**config.mk**
```make
export PLATFORM = sky130hd
export DESIGN_NAME = ep_test_ctrl
export DESIGN_NICKNAME = d
export VERILOG_FILES = /design/src/rtl/ept_pkg.sv /design/src/rtl/ept_addr_check.sv /design/src/rtl/ept_regs.sv /design/src/rtl/ept_engine.sv /design/src/rtl/ep_test_ctrl.sv
export SDC_FILE = /design/constraint.sdc
export NUM_CORES = 1
export LEC_CHECK = 0
export BUFFER_PORTS_ARGS = -buffer_cell sky130_fd_sc_hd__buf_2
export CAP_MARGIN = 20
export CELL_PAD_IN_SITES_DETAIL_PLACEMENT = 0
export CELL_PAD_IN_SITES_GLOBAL_PLACEMENT = 1
export CORE_ASPECT_RATIO = 0.8
export CORE_MARGIN = 5
export CORE_UTILIZATION = 43
export CTS_CLUSTER_SIZE = 30
export DETAILED_ROUTE_END_ITERATION = 10
export HOLD_SLACK_MARGIN = 0.03
export MAX_ROUTING_LAYER = met4
export PLACE_DENSITY_LB_ADDON = 0.3
export SLEW_MARGIN = 20
export SYNTH_ARGS = -nofsm -noshare
export SYNTH_HDL_FRONTEND = slang
export SYNTH_SLANG_ARGS = --single-unit
export TNS_END_PERCENT = 20
```
**constraint.sdc**
```tcl
create_clock -name clk -period 3.2 [get_ports clk]
set_input_delay 0.16 -clock clk [delete_from_list [all_inputs] [get_ports clk]]
set_output_delay 0.16 -clock clk [all_outputs]
set_load 0.03 [all_outputs]
```
**src/rtl/ept_pkg.sv**
```systemverilog
package ept_pkg;
    localparam int OP_N = 6;
    localparam int ST_N = 9;

    localparam logic [3:0] OFF_SCRATCH = 4'd0;
    localparam logic [3:0] OFF_CMD     = 4'd1;
    localparam logic [3:0] OFF_STS     = 4'd2;
    localparam logic [3:0] OFF_LEN     = 4'd3;
    localparam logic [3:0] OFF_SRC     = 4'd4;
    localparam logic [3:0] OFF_DST     = 4'd5;
    localparam logic [3:0] OFF_IKIND   = 4'd6;
    localparam logic [3:0] OFF_INUM    = 4'd7;
    localparam logic [3:0] OFF_CSUM    = 4'd8;

    localparam logic [2:0] OPB_LEG   = 3'd0;
    localparam logic [2:0] OPB_MSI   = 3'd1;
    localparam logic [2:0] OPB_MSIX  = 3'd2;
    localparam logic [2:0] OPB_READ  = 3'd3;
    localparam logic [2:0] OPB_FILL  = 3'd4;
    localparam logic [2:0] OPB_COPY  = 3'd5;

    localparam int SB_RD_OK   = 0;
    localparam int SB_RD_FAIL = 1;
    localparam int SB_WR_OK   = 2;
    localparam int SB_WR_FAIL = 3;
    localparam int SB_CP_OK   = 4;
    localparam int SB_CP_FAIL = 5;
    localparam int SB_IRQ     = 6;
    localparam int SB_BAD_SRC = 7;
    localparam int SB_BAD_DST = 8;

    typedef enum logic [1:0] {
        ST_IDLE,
        ST_LOAD,
        ST_STORE,
        ST_NOTIFY
    } eng_state_e;

    typedef enum logic [1:0] {
        XF_READ,
        XF_FILL,
        XF_COPY
    } xfer_e;
endpackage

```
**src/rtl/ept_addr_check.sv**
```systemverilog
module ept_addr_check #(
    parameter int DW = 32
) (
    input  logic [DW-1:0] addr,
    output logic          bad
);
    always_comb begin
        bad = (addr == '0) || (addr[1:0] != 2'b00);
    end
endmodule

```
**src/rtl/ept_regs.sv**
```systemverilog
module ept_regs
    import ept_pkg::*;
#(
    parameter int DW   = 32,
    parameter int NUMW = 12,
    parameter int RAW  = 4
) (
    input  logic            clk,
    input  logic            rst_n,
    input  logic            reg_wr,
    input  logic [RAW-1:0]  reg_addr,
    input  logic [DW-1:0]   reg_wdata,
    output logic [DW-1:0]   reg_rdata,
    input  logic [DW-1:0]   csum_in,
    input  logic            cmd_take,
    input  logic [ST_N-1:0] sts_set,
    output logic [DW-1:0]   scratch,
    output logic [OP_N-1:0] cmd,
    output logic [DW-1:0]   len,
    output logic [DW-1:0]   src,
    output logic [DW-1:0]   dst,
    output logic [1:0]      ikind,
    output logic [NUMW-1:0] inum
);
    logic [ST_N-1:0] sts_q;
    logic [ST_N-1:0] w1c;
    logic            wr_cmd;

    always_comb begin
        wr_cmd = reg_wr && (reg_addr == OFF_CMD);
        w1c    = (reg_wr && (reg_addr == OFF_STS)) ? reg_wdata[ST_N-1:0] : '0;
    end

    always_ff @(posedge clk or negedge rst_n) begin
        if (!rst_n) begin
            scratch <= '0;
            cmd     <= '0;
            sts_q   <= '0;
            len     <= '0;
            src     <= '0;
            dst     <= '0;
            ikind   <= '0;
            inum    <= '0;
        end else begin
            sts_q <= (sts_q & ~w1c) | sts_set;
            if (cmd_take) begin
                cmd <= '0;
            end
            if (wr_cmd) begin
                cmd <= reg_wdata[OP_N-1:0];
            end
            if (reg_wr) begin
                unique case (reg_addr)
                    OFF_SCRATCH: scratch <= reg_wdata;
                    OFF_LEN:     len     <= reg_wdata;
                    OFF_SRC:     src     <= reg_wdata;
                    OFF_DST:     dst     <= reg_wdata;
                    OFF_IKIND:   ikind   <= reg_wdata[1:0];
                    OFF_INUM:    inum    <= reg_wdata[NUMW-1:0];
                    default: ;
                endcase
            end
        end
    end

    always_comb begin
        unique case (reg_addr)
            OFF_SCRATCH: reg_rdata = scratch;
            OFF_CMD:     reg_rdata = {{(DW-OP_N){1'b0}}, cmd};
            OFF_STS:     reg_rdata = {{(DW-ST_N){1'b0}}, sts_q};
            OFF_LEN:     reg_rdata = len;
            OFF_SRC:     reg_rdata = src;
            OFF_DST:     reg_rdata = dst;
            OFF_IKIND:   reg_rdata = {{(DW-2){1'b0}}, ikind};
            OFF_INUM:    reg_rdata = {{(DW-NUMW){1'b0}}, inum};
            OFF_CSUM:    reg_rdata = csum_in;
            default:     reg_rdata = '0;
        endcase
    end

    // a taken command is gone next cycle unless the host rewrites it
    a_r3_cmd_self_clear: assert property (@(posedge clk) disable iff (!rst_n)
        (cmd_take && !wr_cmd) |=> (cmd == '0));

    // an engine-set flag is visible next cycle even under a clear write
    a_r11_set_wins: assert property (@(posedge clk) disable iff (!rst_n)
        (|sts_set) |=> ((sts_q & $past(sts_set)) == $past(sts_set)));
endmodule

```
**src/rtl/ept_engine.sv**
```systemverilog
module ept_engine
    import ept_pkg::*;
#(
    parameter int DW   = 32,
    parameter int NUMW = 12
) (
    input  logic            clk,
    input  logic            rst_n,
    input  logic [OP_N-1:0] cmd,
    input  logic [DW-1:0]   scratch,
    input  logic [DW-1:0]   len,
    input  logic [DW-1:0]   src,
    input  logic [DW-1:0]   dst,
    input  logic [1:0]      ikind,
    input  logic [NUMW-1:0] inum,
    output logic            cmd_take,
    output logic [ST_N-1:0] sts_set,
    output logic [DW-1:0]   csum,
    output logic            mem_req,
    output logic            mem_we,
    output logic [DW-1:0]   mem_addr,
    output logic [DW-1:0]   mem_wdata,
    input  logic            mem_ack,
    input  logic [DW-1:0]   mem_rdata,
    output logic            irq_req,
    output logic [1:0]      irq_kind,
    output logic [NUMW-1:0] irq_num,
    input  logic            irq_ack
);
    localparam logic [DW-1:0] WSTEP = DW'(4);
    localparam logic [DW-1:0] ONE   = DW'(1);

    eng_state_e      state_q, state_d;
    xfer_e           op_q;
    logic [DW-1:0]   rd_ptr, wr_ptr, left, idx, seed, hold, csum_q;
    logic [1:0]      kind_q;
    logic [NUMW-1:0] num_q;
    logic [2:0]      pick;
    logic            has_cmd, is_xfer, bad_src, bad_dst, bad_now, last;
    logic [DW-1:0]   fill_word;

    ept_addr_check #(.DW(DW)) u_chk_src (.addr(src), .bad(bad_src));
    ept_addr_check #(.DW(DW)) u_chk_dst (.addr(dst), .bad(bad_dst));

    always_comb begin
        pick = '0;
        for (int i = OP_N - 1; i >= 0; i--) begin
            if (cmd[i]) pick = 3'(i);
        end
        has_cmd = |cmd;
        is_xfer = (pick >= OPB_READ);
        unique case (pick)
            OPB_READ: bad_now = bad_src;
            OPB_FILL: bad_now = bad_dst;
            OPB_COPY: bad_now = bad_src | bad_dst;
            default:  bad_now = 1'b0;
        endcase
        last      = (left == ONE);
        fill_word = seed + idx;
    end

    // state register
    always_ff @(posedge clk or negedge rst_n) begin
        if (!rst_n) state_q <= ST_IDLE;
        else        state_q <= state_d;
    end

    // next state
    always_comb begin
        state_d = state_q;
        unique case (state_q)
            ST_IDLE: begin
                if (has_cmd) begin
                    if (!is_xfer || bad_now || (len == '0)) state_d = ST_NOTIFY;
                    else if (pick == OPB_FILL)               state_d = ST_STORE;
                    else                                     state_d = ST_LOAD;
                end
            end
            ST_LOAD: begin
                if (mem_ack) begin
                    if (op_q == XF_COPY) state_d = ST_STORE;
                    else if (last)       state_d = ST_NOTIFY;
                end
            end
            ST_STORE: begin
                if (mem_ack) begin
                    if (last)                 state_d = ST_NOTIFY;
                    else if (op_q == XF_COPY) state_d = ST_LOAD;
                end
            end
            ST_NOTIFY: begin
                if (irq_ack) state_d = ST_IDLE;
            end
            default: state_d = ST_IDLE;
        endcase
    end

    // outputs
    always_comb begin
        mem_req   = (state_q == ST_LOAD) || (state_q == ST_STORE);
        mem_we    = (state_q == ST_STORE);
        mem_addr  = (state_q == ST_STORE) ? wr_ptr : rd_ptr;
        mem_wdata = (op_q == XF_COPY) ? hold : fill_word;
        irq_req   = (state_q == ST_NOTIFY);
        irq_kind  = kind_q;
        irq_num   = num_q;
        csum      = csum_q;
        cmd_take  = (state_q == ST_IDLE) && has_cmd;
        sts_set   = '0;
        unique case (state_q)
            ST_IDLE: begin
                if (has_cmd && is_xfer) begin
                    if (bad_now) begin
                        if (pick != OPB_FILL && bad_src) sts_set[SB_BAD_SRC] = 1'b1;
                        if (pick != OPB_READ && bad_dst) sts_set[SB_BAD_DST] = 1'b1;
                        if (pick == OPB_READ)      sts_set[SB_RD_FAIL] = 1'b1;
                        else if (pick == OPB_FILL) sts_set[SB_WR_FAIL] = 1'b1;
                        else                       sts_set[SB_CP_FAIL] = 1'b1;
                    end else if (len == '0) begin
                        if (pick == OPB_READ)      sts_set[SB_RD_OK] = 1'b1;
                        else if (pick == OPB_FILL) sts_set[SB_WR_OK] = 1'b1;
                        else                       sts_set[SB_CP_OK] = 1'b1;
                    end
                end
            end
            ST_LOAD: begin
                if (mem_ack && last && op_q == XF_READ) sts_set[SB_RD_OK] = 1'b1;
            end
            ST_STORE: begin
                if (mem_ack && last) begin
                    if (op_q == XF_COPY) sts_set[SB_CP_OK] = 1'b1;
                    else                 sts_set[SB_WR_OK] = 1'b1;
                end
            end
            ST_NOTIFY: begin
                if (irq_ack) sts_set[SB_IRQ] = 1'b1;
            end
            default: ;
        endcase
    end

    // transfer datapath
    always_ff @(posedge clk or negedge rst_n) begin
        if (!rst_n) begin
            op_q   <= XF_READ;
            rd_ptr <= '0;
            wr_ptr <= '0;
            left   <= '0;
            idx    <= '0;
            seed   <= '0;
            hold   <= '0;
            csum_q <= '0;
            kind_q <= '0;
            num_q  <= '0;
        end else begin
            unique case (state_q)
                ST_IDLE: begin
                    if (has_cmd) begin
                        num_q <= inum;
                        if (!is_xfer) begin
                            kind_q <= pick[1:0];
                        end else begin
                            kind_q <= ikind;
                            csum_q <= '0;
                            rd_ptr <= src;
                            wr_ptr <= dst;
                            left   <= len;
                            idx    <= '0;
                            seed   <= scratch;
                            if (pick == OPB_READ)      op_q <= XF_READ;
                            else if (pick == OPB_FILL) op_q <= XF_FILL;
                            else                       op_q <= XF_COPY;
                        end
                    end
                end
                ST_LOAD: begin
                    if (mem_ack) begin
                        csum_q <= csum_q ^ mem_rdata;
                        hold   <= mem_rdata;
                        if (op_q != XF_COPY) begin
                            rd_ptr <= rd_ptr + WSTEP;
                            left   <= left - ONE;
                        end
                    end
                end
                ST_STORE: begin
                    if (mem_ack) begin
                        if (op_q == XF_FILL) csum_q <= csum_q ^ fill_word;
                        wr_ptr <= wr_ptr + WSTEP;
                        rd_ptr <= rd_ptr + WSTEP;
                        left   <= left - ONE;
                        idx    <= idx + ONE;
                    end
                end
                default: ;
            endcase
        end
    end

    // a pending memory access does not change before it is acknowledged
    a_r13_mem_hold: assert property (@(posedge clk) disable iff (!rst_n)
        (mem_req && !mem_ack) |=> (mem_req && $stable(mem_addr) && $stable(mem_we)
                                   && $stable(mem_wdata)));

    // the interrupt request and its payload persist until acknowledged
    a_r9_irq_hold: assert property (@(posedge clk) disable iff (!rst_n)
        (irq_req && !irq_ack) |=> (irq_req && $stable(irq_kind) && $stable(irq_num)));

    // a rejected command never reaches the memory port
    a_r8_reject_quiet: assert property (@(posedge clk) disable iff (!rst_n)
        (cmd_take && bad_now) |=> !mem_req);

    // the checksum starts from zero for every taken transfer
    a_r12_csum_clear: assert property (@(posedge clk) disable iff (!rst_n)
        (cmd_take && is_xfer) |=> (csum == '0));
endmodule

```
**src/rtl/ep_test_ctrl.sv**
```systemverilog
module ep_test_ctrl
    import ept_pkg::*;
#(
    parameter int DW   = 32,
    parameter int NUMW = 12,
    parameter int RAW  = 4
) (
    input  logic            clk,
    input  logic            rst_n,
    input  logic            reg_wr,
    input  logic [RAW-1:0]  reg_addr,
    input  logic [DW-1:0]   reg_wdata,
    output logic [DW-1:0]   reg_rdata,
    output logic            mem_req,
    output logic            mem_we,
    output logic [DW-1:0]   mem_addr,
    output logic [DW-1:0]   mem_wdata,
    input  logic            mem_ack,
    input  logic [DW-1:0]   mem_rdata,
    output logic            irq_req,
    output logic [1:0]      irq_kind,
    output logic [NUMW-1:0] irq_num,
    input  logic            irq_ack
);
    logic [DW-1:0]   scratch, len, src, dst, csum;
    logic [OP_N-1:0] cmd;
    logic [1:0]      ikind;
    logic [NUMW-1:0] inum;
    logic            cmd_take;
    logic [ST_N-1:0] sts_set;

    ept_regs #(.DW(DW), .NUMW(NUMW), .RAW(RAW)) u_regs (
        .clk       (clk),
        .rst_n     (rst_n),
        .reg_wr    (reg_wr),
        .reg_addr  (reg_addr),
        .reg_wdata (reg_wdata),
        .reg_rdata (reg_rdata),
        .csum_in   (csum),
        .cmd_take  (cmd_take),
        .sts_set   (sts_set),
        .scratch   (scratch),
        .cmd       (cmd),
        .len       (len),
        .src       (src),
        .dst       (dst),
        .ikind     (ikind),
        .inum      (inum)
    );

    ept_engine #(.DW(DW), .NUMW(NUMW)) u_engine (
        .clk       (clk),
        .rst_n     (rst_n),
        .cmd       (cmd),
        .scratch   (scratch),
        .len       (len),
        .src       (src),
        .dst       (dst),
        .ikind     (ikind),
        .inum      (inum),
        .cmd_take  (cmd_take),
        .sts_set   (sts_set),
        .csum      (csum),
        .mem_req   (mem_req),
        .mem_we    (mem_we),
        .mem_addr  (mem_addr),
        .mem_wdata (mem_wdata),
        .mem_ack   (mem_ack),
        .mem_rdata (mem_rdata),
        .irq_req   (irq_req),
        .irq_kind  (irq_kind),
        .irq_num   (irq_num),
        .irq_ack   (irq_ack)
    );
endmodule

```
==> impl_summary.md <==
Run status
The run finished, with violations left. The checks that failed: setup timing.

Place
The pre-CTS setup slack is -0.00959 ns. The HPWL after detailed placement is between 50 and 60 mm. The count of buffers from port buffering is about 190. The congestion estimate from routability-driven global placement came to 0.945.

Synth
The synthesized design contains 0 enable-type register cells. The area of the mapped netlist is roughly 22,000 µm². After synthesis the netlist holds a flip-flop and latch count of approximately 400. After Yosys synthesis, XOR and XNOR cells account for slightly above 2% of the synthesized area.

The mean post-synth cell area is ~9.4 µm². The share of async-settable or async-resettable flops after synthesis is 100%. The sequential-to-total area share from yosys stat is between 40% and 50%.

The synthesized netlist devotes between 10% and 20% of its cell area to compound gates. Of the total synthesized cell area, the portion taken by AND, OR, NAND and NOR gates is 17.1%. The dominant synthesized flop cell is dfrtp_1. After Yosys synthesis, full adders, half adders and majority gates account for around 2.4% of the synthesized area. The share of cell area taken by muxes after synthesis is between 10 and 15%. Counting every instance in the synthesized netlist gives 2,325. The net count of the mapped netlist is 2,440. The unique cell type count in the Yosys netlist is 69. The dominant combinational cell family by area after synthesis is simple AND/OR/NAND/NOR gates.

For this run, the number of Yosys warnings is 0.

Global routing
The number of antenna violations at the first check in global routing is 2. The number of global-route vias before repair is about 19,000. The global-route wire length before repair is 115 mm. The largest net degree at the start of global routing is 101. The total overflow left after global routing is 0.

Global routing used approximately a quarter of the available tracks across all layers.

Critical path
The startpoint type of the worst setup path is a flip-flop. The reg2reg setup slack is ~0.1 ns. The worst reg2reg path startpoint is u_regs.src[28]. On the critical path the largest part of the delay comes from compound AO/OA/AOI/OAI gates. In this run the worst setup path begins at u_engine.idx[0]. The largest single stage delay on the critical path is approximately 0.38 ns. The worst setup path is captured at an output pin. The signal on the critical path passes through ha_2 -> fa_2 -> a21o_1 -> a21oi_2 -> o21ai_2 -> a21o_1 -> a221oi_2 -> buf_4 -> o22ai_2 -> xor2_1 -> mux2_4 -> buf_6. The critical path ends at mem_wdata[30]. The slowest stage of the critical path is the dfrtp_1 cell. The length in cells of the worst reg-to-reg path is 8.

The required time of the worst setup path is 3.04 ns. Among the stages of the critical path, the cell type that occurs most often is a21o_1. The critical path depth in cells is 12.

The worst setup path is of the flip-flop to output pin kind. In this run the critical register-to-register path is captured at u_engine.state_q[1]. The count of buffering cells on the critical path with inverters included is 2. Data on the critical path arrives at its endpoint at 3.24 ns. The worst-path maximum fanout is 3.

Layout
In the final layout, the share of cells above drive strength 1 is 25.8%. Compared with the post-synthesis result, the final layout area differs by 21.8%. The filler cell count is approximately 4,600. At the end of the flow, the number of nets in the layout was about 2,700. The footprint of the flip-flops and latches is roughly 10000 µm². The multi-input combinational cells in the finished layout cover a total of about 12,000 µm².

Floorplanning
In this run the vertical extent of the chip is ~210 µm. The effective utilization at floorplan is between 40% and 50%. The I/O pin total is approximately 190. The area of the core is 50,800 µm². The number of placement rows is 74. The die covers roughly 56,000 µm². The die is around 260 µm wide.

Drt
The routed layout has slightly below 20,000 vias. The number of search-and-repair iterations in the first detailed-routing pass is 6. After detailed routing, the average wire length per cell comes to about 22 µm. The final routed wirelength across all metal layers is between 70 and 80 mm. After the first detailed-routing iteration, the DRC count stood at ~2,000.

The detailed-route vias per instance is between 5 and 6. After detailed routing, the number of remaining DRC violations is 0. The remaining antenna violation count after routing is 0.

Timing
Adding up every negative setup slack in the final design gives -0.922 ns. The final worst setup slack is -0.203 ns. Setup repair after global routing could not meet its margin everywhere. Setup violations remaining at the end of the flow were counted as 10. Timing would allow up to around 0.3 GHz. The final period utilization is 106%. The number of slew-limit violations in the final report is 0. The final worst clock skew is 0.0276 ns. The count of endpoints failing hold in the final timing report was 0. At the pin with the least slew margin, the transition time is between 0.9 and 1 ns.

After layout, the minimum clock period comes to about 3.4 ns. The worst pin sits at a relative slew slack of 38.7%.

Clock network
The cell sitting at the root of the clock tree is a clkbuf_16. Counting the buffers created by CTS gives 44. For this design, the sink count on the clock tree is between 300 and 400. The deepest clock path buffer count is 3. The later pin in the worst-skew pair is clocked with a latency of slightly below 0.6 ns. The CTS tree is yes. The post-CTS clock slew at the launch and capture registers of the worst setup and hold paths is roughly 0.060 ns. The H-tree was split into 2 levels.

Run
The number of max-cap violations is 0.

Pwr
Power spread over the standard cell area amounts to between 900 and 1000 nW/µm². The maximum resistive drop on vdd is 915 µV. After layout, the design draws a total of 26,500 µW. The analysis attributes to cell leakage a power of between 0.01 and 0.015 µW.

Worst hold path
The min-delay analysis places its worst path in the category input pin to asynchronous set/reset pin.
## power breakdown
part,internal [µW],switching [µW],total [µW]
clock,3220,2220,5440
sequential,6760,1790,8550
combinational,4700,7850,12600
## Yosys cell counts, types with 26 or more instances
cell / count / area, µm²
o22ai_1: 52 / 325
inv_1: 35 / 131
and3_1: 36 / 225
xor2_1: 28 / 245
nand3_1: 88 / 440
dfrtp_1: 399 / 9980
nor4_1: 26 / 163
a21oi_1: 199 / 996
nand2_1: 414 / 1550
ha_1: 41 / 513
nand4_1: 29 / 181
clkbuf_1: 103 / 387
buf_1: 26 / 97.6
o31ai_1: 27 / 203
mux2_2: 249 / 2800
nor2_1: 119 / 447
o21ai_0: 123 / 616
a222oi_1: 31 / 310
mux2i_1: 41 / 410
## metal layers
| metal | track usage, % | routed length, µm |
|---|---|---|
| met5 | - | 0 |
| met4 | 7.79 | 2140 |
| met3 | 4.71 | 4400 |
| met2 | 40.4 | 33400 |
| met1 | 37.2 | 34000 |
## registers in the layout, indices dropped and copies added (netlist names)
signal / flops
u_engine.csum: 32
u_engine.hold: 32
u_engine.idx: 32
u_engine.irq_kind: 2
u_engine.irq_num: 12
u_engine.left: 32
u_engine.op_q: 2
u_engine.rd_ptr: 32
u_engine.seed: 32
u_engine.state_q: 2
u_engine.wr_ptr: 32
u_regs.cmd: 6
u_regs.dst: 32
u_regs.ikind: 2
u_regs.inum: 12
u_regs.len: 32
u_regs.scratch: 32
u_regs.src: 32
u_regs.sts_q: 9
## per-stage QoR
step	util [%]	area, µm²	cells	hold slack (ns)
after floorplan	-	22000	2325	-0.136
after global placement	47.3	24000	3144	0.229
after detailed placement	47.3	24000	3144	0.230
after CTS	52.1	26500	3299	0.198
after global routing	52.6	26700	3304	0.267
final	52.6	26700	3304	0.203
## what timing repair did
action / CTS / global route
setup buffers: 6 / 5
pin swaps: 17 / 23
hold endpoints to repair: 275 / 0
hold buffers: 69 / 0
resized for setup: 51 / 49
endpoints found under the setup margin: 24 / 31
## how the worst min path moves through the flow
stage                     start  cells after the start           endpoint
detailed placement        rst_n                      1  u_engine.csum[27]
finish                    rst_n                      2     u_regs.len[27]
global route              rst_n                      2  u_engine.csum[28]
global placement          rst_n                      1  u_engine.csum[27]
CTS                 reg_addr[1]                      5    u_regs.ikind[1]
floorplan                 rst_n                      0   u_engine.csum[0]
## layout by cell type (no fill, tap or decap), types with 24 or more instances in the layout
| cell | instances |
|---|---|
| a21o_1 | 24 |
| a21oi_1 | 193 |
| a222oi_1 | 31 |
| and3_1 | 36 |
| buf_2 | 166 |
| buf_4 | 89 |
| clkbuf_16 | 45 |
| dfrtp_1 | 398 |
| dlygate4sd3_1 | 69 |
| ha_1 | 26 |
| inv_1 | 35 |
| mux2_2 | 248 |
| mux2i_1 | 41 |
| nand2_1 | 413 |
| nand3_1 | 87 |
| nand4_1 | 29 |
| nor2_1 | 117 |
| nor4_1 | 25 |
| o21ai_0 | 115 |
| o22ai_1 | 51 |
| o31ai_1 | 27 |
| or3_1 | 24 |
| xor2_1 | 25 |
## worst reg2reg max path, cell delays in order, from the launching register on
cell and delay (ns):
dfrtp_1 0.38, nor4_1 0.70, nand4_1 0.43, o21ai_0 0.46, o21ai_0 0.24, nor2_1 0.26
nor2_1 0.12, a31oi_1 0.23, mux2_2 0.19
## final cells by class
class | instances | share of cell area [%]
Sequential cell | 399 | 37.3
Antenna cell | 1 | 0.00936
Clock inverter | 22 | 1.12
Timing Repair Buffer | 345 | 9.35
Inverter | 37 | 0.519
Multi-Input combinational cell | 1758 | 43.9
Clock buffer | 58 | 4.51
Tap cell | 684 | 3.20
## kinds of logic (layout without fill, tap and decap cells)
family	Yosys count	in the layout
other cells	0	1
simple gates	823	823
flops	399	399
compound gates	551	551
buf+inv	168	462
xor+xnor	52	52
fa+ha+maj	42	42
mux	290	290
(Power assumes the default switching activity.)
